$ cat src/rtl/awd_pkg.sv
package awd_pkg;
  localparam int unsigned AW       = 32;
  localparam int unsigned BW       = 24;
  localparam int unsigned SW       = 5;
  localparam int unsigned PW       = AW - BW;
  localparam logic [PW-1:0] PREFIX = 8'h1F;
  localparam int unsigned SIZE_LSB = 16;
  localparam int unsigned ERR_BIT  = 28;

  typedef struct packed {
    logic [BW-1:0] base;
    logic [SW-1:0] size;
  } win_cfg_t;
endpackage

$ cat src/rtl/awd_regs.sv
module awd_regs
  import awd_pkg::*;
(
  input  logic          clk,
  input  logic          rst,
  input  logic          reg_wr,
  input  logic          reg_sel,
  input  logic [AW-1:0] reg_wdata,
  input  logic          err_set,
  output win_cfg_t      cfg,
  output logic          err_flag,
  output logic [AW-1:0] reg_rdata
);
  logic          clr_req;
  logic [AW-1:0] rd_mux;

  assign clr_req = reg_wr && reg_sel && reg_wdata[ERR_BIT];

  always_ff @(posedge clk) begin
    if (rst) begin
      cfg      <= '0;
      err_flag <= 1'b0;
    end else begin
      if (reg_wr && !reg_sel) cfg.base <= reg_wdata[BW-1:0];
      if (reg_wr && reg_sel)  cfg.size <= reg_wdata[SIZE_LSB +: SW];
      if (err_set)            err_flag <= 1'b1;
      else if (clr_req)       err_flag <= 1'b0;
    end
  end

  always_comb begin
    rd_mux = '0;
    if (!reg_sel) begin
      rd_mux = {PREFIX, cfg.base};
    end else begin
      rd_mux[SIZE_LSB +: SW] = cfg.size;
      rd_mux[ERR_BIT]        = err_flag;
    end
  end

  always_ff @(posedge clk) begin
    if (rst) reg_rdata <= '0;
    else     reg_rdata <= rd_mux;
  end

  // a clearing write without a concurrent error drops the flag
  a_r7_clear: assert property (@(posedge clk) disable iff (rst)
    (clr_req && !err_set) |=> !err_flag);
  // without error or clear the flag holds
  a_r7_hold: assert property (@(posedge clk) disable iff (rst)
    (!err_set && !clr_req) |=> $stable(err_flag));
  // an error always leaves the flag set, clear or not
  a_r8_set_wins: assert property (@(posedge clk) disable iff (rst)
    err_set |=> err_flag);
endmodule

$ cat src/rtl/awd_match.sv
module awd_match
  import awd_pkg::*;
(
  input  logic          clk,
  input  logic          rst,
  input  logic          acc_valid,
  input  logic [AW-1:0] acc_addr,
  input  win_cfg_t      cfg,
  output logic          err_now,
  output logic          hit_q,
  output logic [AW-1:0] off_q,
  output logic          err_q
);
  logic [AW-1:0] win_mask;
  logic [AW-1:0] eff_base;
  logic          in_win;
  logic          in_aperture;

  for (genvar i = 0; i < AW; i++) begin : g_mask
    assign win_mask[i] = (i < int'(cfg.size));
  end

  assign eff_base    = {PREFIX, cfg.base} & ~win_mask;
  assign in_win      = (acc_addr & ~win_mask) == eff_base;
  assign in_aperture = (acc_addr[AW-1:BW] == PREFIX) && (acc_addr >= eff_base);
  assign err_now     = acc_valid && in_aperture && !in_win;

  always_ff @(posedge clk) begin
    if (rst) begin
      hit_q <= 1'b0;
      off_q <= '0;
      err_q <= 1'b0;
    end else begin
      hit_q <= acc_valid && in_win;
      off_q <= (acc_valid && in_win) ? (acc_addr & win_mask) : '0;
      err_q <= err_now;
    end
  end

  // hit and error are exclusive
  a_r5_exclusive: assert property (@(posedge clk) disable iff (rst)
    !(hit_q && err_q));
  // no offset leaks out on a miss
  a_r4_off_zero: assert property (@(posedge clk) disable iff (rst)
    !hit_q |-> (off_q == '0));
  // a result only follows a presented access
  a_r3_needs_valid: assert property (@(posedge clk) disable iff (rst)
    (hit_q || err_q) |-> $past(acc_valid));
endmodule

$ cat src/rtl/awd_window_dec.sv
module awd_window_dec
  import awd_pkg::*;
(
  input  logic          clk,
  input  logic          rst,
  input  logic          reg_wr,
  input  logic          reg_sel,
  input  logic [31:0]   reg_wdata,
  output logic [31:0]   reg_rdata,
  input  logic          acc_valid,
  input  logic [31:0]   acc_addr,
  output logic          hit,
  output logic [31:0]   offset,
  output logic          err_pulse,
  output logic          err_flag
);
  win_cfg_t cfg;
  logic     err_now;

  awd_regs u_regs (
    .clk       (clk),
    .rst       (rst),
    .reg_wr    (reg_wr),
    .reg_sel   (reg_sel),
    .reg_wdata (reg_wdata),
    .err_set   (err_now),
    .cfg       (cfg),
    .err_flag  (err_flag),
    .reg_rdata (reg_rdata)
  );

  awd_match u_match (
    .clk       (clk),
    .rst       (rst),
    .acc_valid (acc_valid),
    .acc_addr  (acc_addr),
    .cfg       (cfg),
    .err_now   (err_now),
    .hit_q     (hit),
    .off_q     (offset),
    .err_q     (err_pulse)
  );

  // the sticky flag is up whenever a pulse is out
  a_r6_flag_follows: assert property (@(posedge clk) disable iff (rst)
    err_pulse |-> err_flag);
endmodule

$ cat config.mk
export PLATFORM = sky130hd
export DESIGN_NAME = awd_window_dec
export DESIGN_NICKNAME = d
export VERILOG_FILES = /design/src/rtl/awd_pkg.sv /design/src/rtl/awd_regs.sv /design/src/rtl/awd_match.sv /design/src/rtl/awd_window_dec.sv
export SDC_FILE = /design/constraint.sdc
export NUM_CORES = 1
export LEC_CHECK = 0
export BUFFER_PORTS_ARGS = -buffer_cell sky130_fd_sc_hd__buf_2
export CAP_MARGIN = 20
export CORE_AREA = 2 2 86 104
export DETAILED_ROUTE_END_ITERATION = 7
export DIE_AREA = 0 0 88 106
export MAX_ROUTING_LAYER = met4
export PLACE_DENSITY = 0.85
export SYNTH_ARGS = -nofsm -noshare
export SYNTH_HDL_FRONTEND = slang
export SYNTH_SLANG_ARGS = --single-unit
$ cat constraint.sdc
create_clock -name clk -period 7.1 [get_ports clk]
set_input_delay 1.42 -clock clk [delete_from_list [all_inputs] [get_ports clk]]
set_output_delay 1.42 -clock clk [all_outputs]
set_load 0.03 [all_outputs]
==> Word level (Yosys, flattened, before mapping) <==
Cells that the tools add are included.
{ "totals": {"reg_bits": 96, "inputBits": 69} }
{ "classes": {"n_lt_le_gt_ge": 32, "n_bitwise": 5, "mux": 5, "reduce_logical": 12, "eq_ne": 2} }
{ "op_table": {"columns": ["op", "n"], "rows": [
  ["$lt A5 B5 Y1 const A", 15],
  ["$lt A4 B5 Y1 const A", 8],
  ["$and A29 B32 Y32", 1],
  ["$and A32 B31 Y32", 1],
  ["$and A32 B32 Y32", 1],
  ["$eq A32 B32 Y1", 1],
  ["$ge A32 B32 Y1", 1],
  ["$not A31 Y32", 1],
  ["$lt A3 B5 Y1 const A", 4],
  ["$lt A1 B5 Y1 const A", 2],
  ["$lt A2 B5 Y1 const A", 2],
  ["$eq A8 B5 Y1 const B", 1],
  ["$logic_and A1 B1 Y1", 7],
  ["$mux W7", 1],
  ["$mux W5", 1],
  ["$reduce_or A2 Y1", 2],
  ["$mux W1", 3],
  ["$logic_not A1 Y1", 2],
  ["$reduce_bool A2 Y1", 1],
  ["$not A1 Y1", 1]
]} }

==> Longest topological paths before layout <==
{ "logic_depth": {"ltp_word": 8, "mapped_depth": 12} }

==> Cells and area by module <==
Synthesis repeated with hierarchy kept, for this count alone.
{ "hier_totals": {"hier_cells": 515, "hier_area_um2": 4699.5} }
{ "by_module_without_submodules": {"columns": ["module", "cells_each", "n_inst", "seq_area_each_um2", "area_each_um2"], "rows": [
  ["awd_match", 315, 1, 660.6, 2571.2],
  ["awd_regs", 200, 1, 1121.1, 2128.3]
]} }

==> Worst setup path before layout <==
Ideal clock, no wire load.
{ "synth_timing": {"kind": "input -> register", "startpoint": "input port acc_addr[25]", "endpoint": "register u_match.off_q[13]", "path_stages": 9, "arrival_time_ns": 3.141, "slack_ns": 3.859, "setup_ns": 0.100, "n_path_buf": 1, "path_cell_list": "inv_1 ha_1 nor4_1 o211ai_1 and4bb_1 o2111ai_2 or3_1 buf_6 a2111oi_4"} }
{ "synth_via": {"elab_chain_cells": 5} }
{ "synth_rtl": {"columns": ["element", "line", "text"], "rows": [
  ["start, declared", "awd_window_dec.sv:11", "input logic [31:0] acc_addr,"],
  ["$and A32 B32 Y32", "awd_match.sv:24", "assign in_win = (acc_addr & ~win_mask) == eff_base;"],
  ["$eq A32 B32 Y1", "awd_match.sv:24", null],
  ["$logic_and A1 B1 Y1", "awd_match.sv:35", "off_q <= (acc_valid && in_win) ? (acc_addr & win_mask) : '0;"],
  ["$not A1 Y1 (no line)", null, null],
  ["$reduce_or A2 Y1 (no line)", null, null],
  ["end signal, assigned", "awd_match.sv:35", null],
  ["end, declared", "awd_match.sv:11", "output logic [AW-1:0] off_q,"]
]} }
No other way between the ends.
A chain may end at the register's enable or synchronous reset.

==> Worst setup path after layout <==
{ "layout_timing": {"startpoint": "register u_regs.cfg[3] (netlist name)", "endpoint": "register u_match.off_q[0]"} }
{ "layout_via": {"elab_chain_cells": 7} }
{ "layout_rtl": {"columns": ["element", "line", "text"], "rows": [
  ["$lt A1 B5 Y1 (tied with other cells)", "awd_match.sv:20", "assign win_mask[i] = (i < int'(cfg.size));"],
  ["$not A31 Y32", "awd_match.sv:23, awd_match.sv:24", null],
  ["$and A32 B32 Y32 / $and A29 B32 Y32 (equally long branches)", "awd_match.sv:24, awd_match.sv:23", null],
  ["$eq A32 B32 Y1", "awd_match.sv:24", null],
  ["$logic_and A1 B1 Y1", "awd_match.sv:35", null],
  ["$not A1 Y1 (no line)", null, null],
  ["$reduce_or A2 Y1 (no line)", null, null]
]} }
Parallel ways exist; a longest one is shown, timed or not.

==> reports/metrics.yaml <==
startpoint_class_of_the_critical_path: "register"
startpoint: "u_regs.cfg[3]"
via_count: 4064
row_count: 37
layout-area-overhead-vs-synth_pct: 16.3
netlist_area_um2: 4550
transition_at_the_pin_with_the_smallest_max_transition_slack_ps: 1040
die_width_um: 88
synth_area_leader_cell: "dfxtp_1"
clock_insertion_delay_worst_skew_ps: 370
setup_viol: 0
synth_async_sr_flop_share: 0
fp.dieArea_um2: 9330
finalCriticalPeriod_ps: 3880
status: "completed"
dominantRegCellSynth: "dfxtp_1"
global_route.usage.total: 0.279
critical_path_capture_point_type: "register"
final_min_period_over_clock_period: 0.546
timing.critical_path.arrival_ps: 4180
post_synth_main_area_contributors: "dfxtp_1 39%, ha_1 9.4%, nand2_1 7.7%"
drc: 0
overflow: 0
core_um2: 8380
ff2ff_path_depth: 10
grt_antenna_before_repair: 0
setup_total_negative_slack_ps: 0
clk_pin_slew_worst_paths_ps: 80
end_of_the_worst_register_to_register_path: "u_match.off_q[0]"
cts.root.buffer_cell: "clkbuf_8"
power-per-cell-area_nw_per_um2: 184
grt_setup_unrepaired: "false"
htree_levels: 3
flip_flop_and_latch_count_after_synthesis: 89
postCtsResizedCells: 0
worst_r2r_startpoint: "u_regs.cfg[3]"
place.gp.congestion: 0.948
synth_enable_flop_cells: 0
synth_top_cell_area_share: 0.392
detail_route.first_pass.iterations: 4
crit_fanout: 26
die_h_um: 106
ir_drop_mv: 0.127
synth.lib_cells_used.distinct: 64
grt_first_pass_wirelength_mm: 19.4
num_io_pins: 136
postRouteWirelength_mm: 12.3
pin_count_of_the_biggest_net_entering_global_routing: 42
cts_made_buffers: 9
antenna_left: 0
antenna-diode-count: 0
yosys_warnings: 0
detail_route.wl_per_cell_um: 16.4
cts-hold-fix-buffers: 0
layout.core_utilization: 0.631
cts_tree: "built"
synth_area_per_cell_um2: 8.73
nets: 727
cts_post_setup_buffers_inserted: 0
fmax_mhz: 258
timing.final.max_slew_violations: 0
critPathKind: "register to register"
worstHoldPathType: "register to register"
yosysSeqAreaShare: 0.392
hold_viol_final: 0
p_leak_nw: 2.49
maxCapViolations: 0
final_layout_size_suffix_gt1_frac: 0.252
finClkSkew_ps: 13.7
cp-endpoint: "u_match.off_q[0]"
hpwl_mm: 9.29
reg2reg_setup_slack_ps: 3220
clock_sinks: 89
place.port_buffers: 124
drt_iter0_markers: 243
cts_max_path_buffers: 2
endpoint_required_time_on_the_critical_path_ps: 7410
slew-limit-headroom: 0.305
grt_pass1_vias: 4042
syn-instance-count: 521
initial_core_util: 0.543
detailed_route_vias_per_instance: 5.46
[per-stage QoR]
stage | std cells | hold WS [ps] | setup slack (ps) | cell area, um2 | power, mW
6_report | 745 | 495 | 3220 | 5290 | 0.973
5_1_grt | 745 | 521 | 2790 | 5290 | 1.01
4_1_cts | 745 | 497 | 3230 | 5290 | 0.976
3_5_place_dp | 730 | 487 | 3180 | 5130 | 0.681
3_3_place_gp | 729 | 475 | 3180 | 5110 | 0.676
2_1_floorplan | 524 | 450 | 3860 | 4560 | 0.631
[kinds of logic (layout without fill, tap and decap cells)]
| logic type | count (synthesis) | after routing | share of synthesized area |
|---|---|---|---|
| muxes | 5 | 5 | 0.0110 |
| DFF | 89 | 89 | 0.392 |
| xor gates and xnor gates | 15 | 15 | 0.0289 |
| adders and majority gates | 34 | 34 | 0.0935 |
| and+or+nand+nor | 221 | 221 | 0.258 |
| AOI/OAI and AO/OA | 94 | 94 | 0.144 |
| other | 1 | 4 | 0.000825 |
| buffers and inverters | 62 | 166 | 0.0712 |
[where the power goes]
group	leakage, nW	switching [mW]	internal, mW	total [mW]
clock	0.0822	0.167	0.134	0.301
sequential	0.722	0.0147	0.510	0.524
combinational	1.69	0.0917	0.0559	0.148
total	2.49	0.273	0.699	0.973
[sequential cells by signal (all words and copies together), names as in the netlist]
name,flops
u_regs.cfg,29
u_match.err_q,1
u_regs.reg_rdata,26
u_regs.err_flag,1
u_match.off_q,31
u_match.hit_q,1
[routing by layer]
metal | share of wire | wire length, um | track usage | up-vias
li1 | - | - | - | 2012
met1 | 0.41 | 5020 | 0.322 | 1880
met2 | 0.50 | 6080 | 0.465 | 141
met3 | 0.059 | 724 | 0.0357 | 31
met4 | 0.035 | 429 | 0.151 | 0
met5 | 0 | 0 | - | -
[critical path: stages, from the launching register on]
cell and delay [ps]:
dfxtp_1 950, and2_1 370, o21ai_0 180, ha_1 250
nor4_1 270, o211ai_1 150, and4bb_1 330, o2111ai_2 140
nor4_2 650, buf_4 320, o311a_1 200
[how the worst min path moves through the flow]
stage	from	to	slack, ps	cells after the start
after global placement	u_regs.cfg[27]	u_regs.cfg[27]	480	2
after global routing	u_regs.err_flag	u_regs.reg_rdata[28]	520	2
final	u_regs.err_flag	u_regs.reg_rdata[28]	500	2
after CTS	u_regs.cfg[27]	u_regs.cfg[27]	500	2
after detailed placement	u_regs.cfg[27]	u_regs.cfg[27]	490	2
after floorplan	u_regs.cfg[27]	u_regs.cfg[27]	450	2
[placed cells by master (no fill, tap or decap), drive strengths merged, types with 12 or more instances in the layout]
master,count
ha,34
and2,24
dfxtp,89
clkbuf,12
inv,22
buf,129
o21ai,12
a21oi,46
nand3,12
nor2,20
nand2,93
[cell type report]
cell class                 instances  area, um2
clock buffer                      12        145
clock inverter                     3       17.5
fill                             737       3090
inverter                          22       82.6
multi-input combinational        373       2450
sequential                        89       1780
tap                              117        146
timing repair buffer             129        662
[cells in the mapped netlist, drive strengths merged (12+ instances only)]
library cell	count
nand2	93
dfxtp	89
a21oi	46
ha	34
buf	25
and2	24
inv	22
nor2	20
clkbuf	15
nand3	12
o21ai	12
Power figures use the tool's default switching activity.
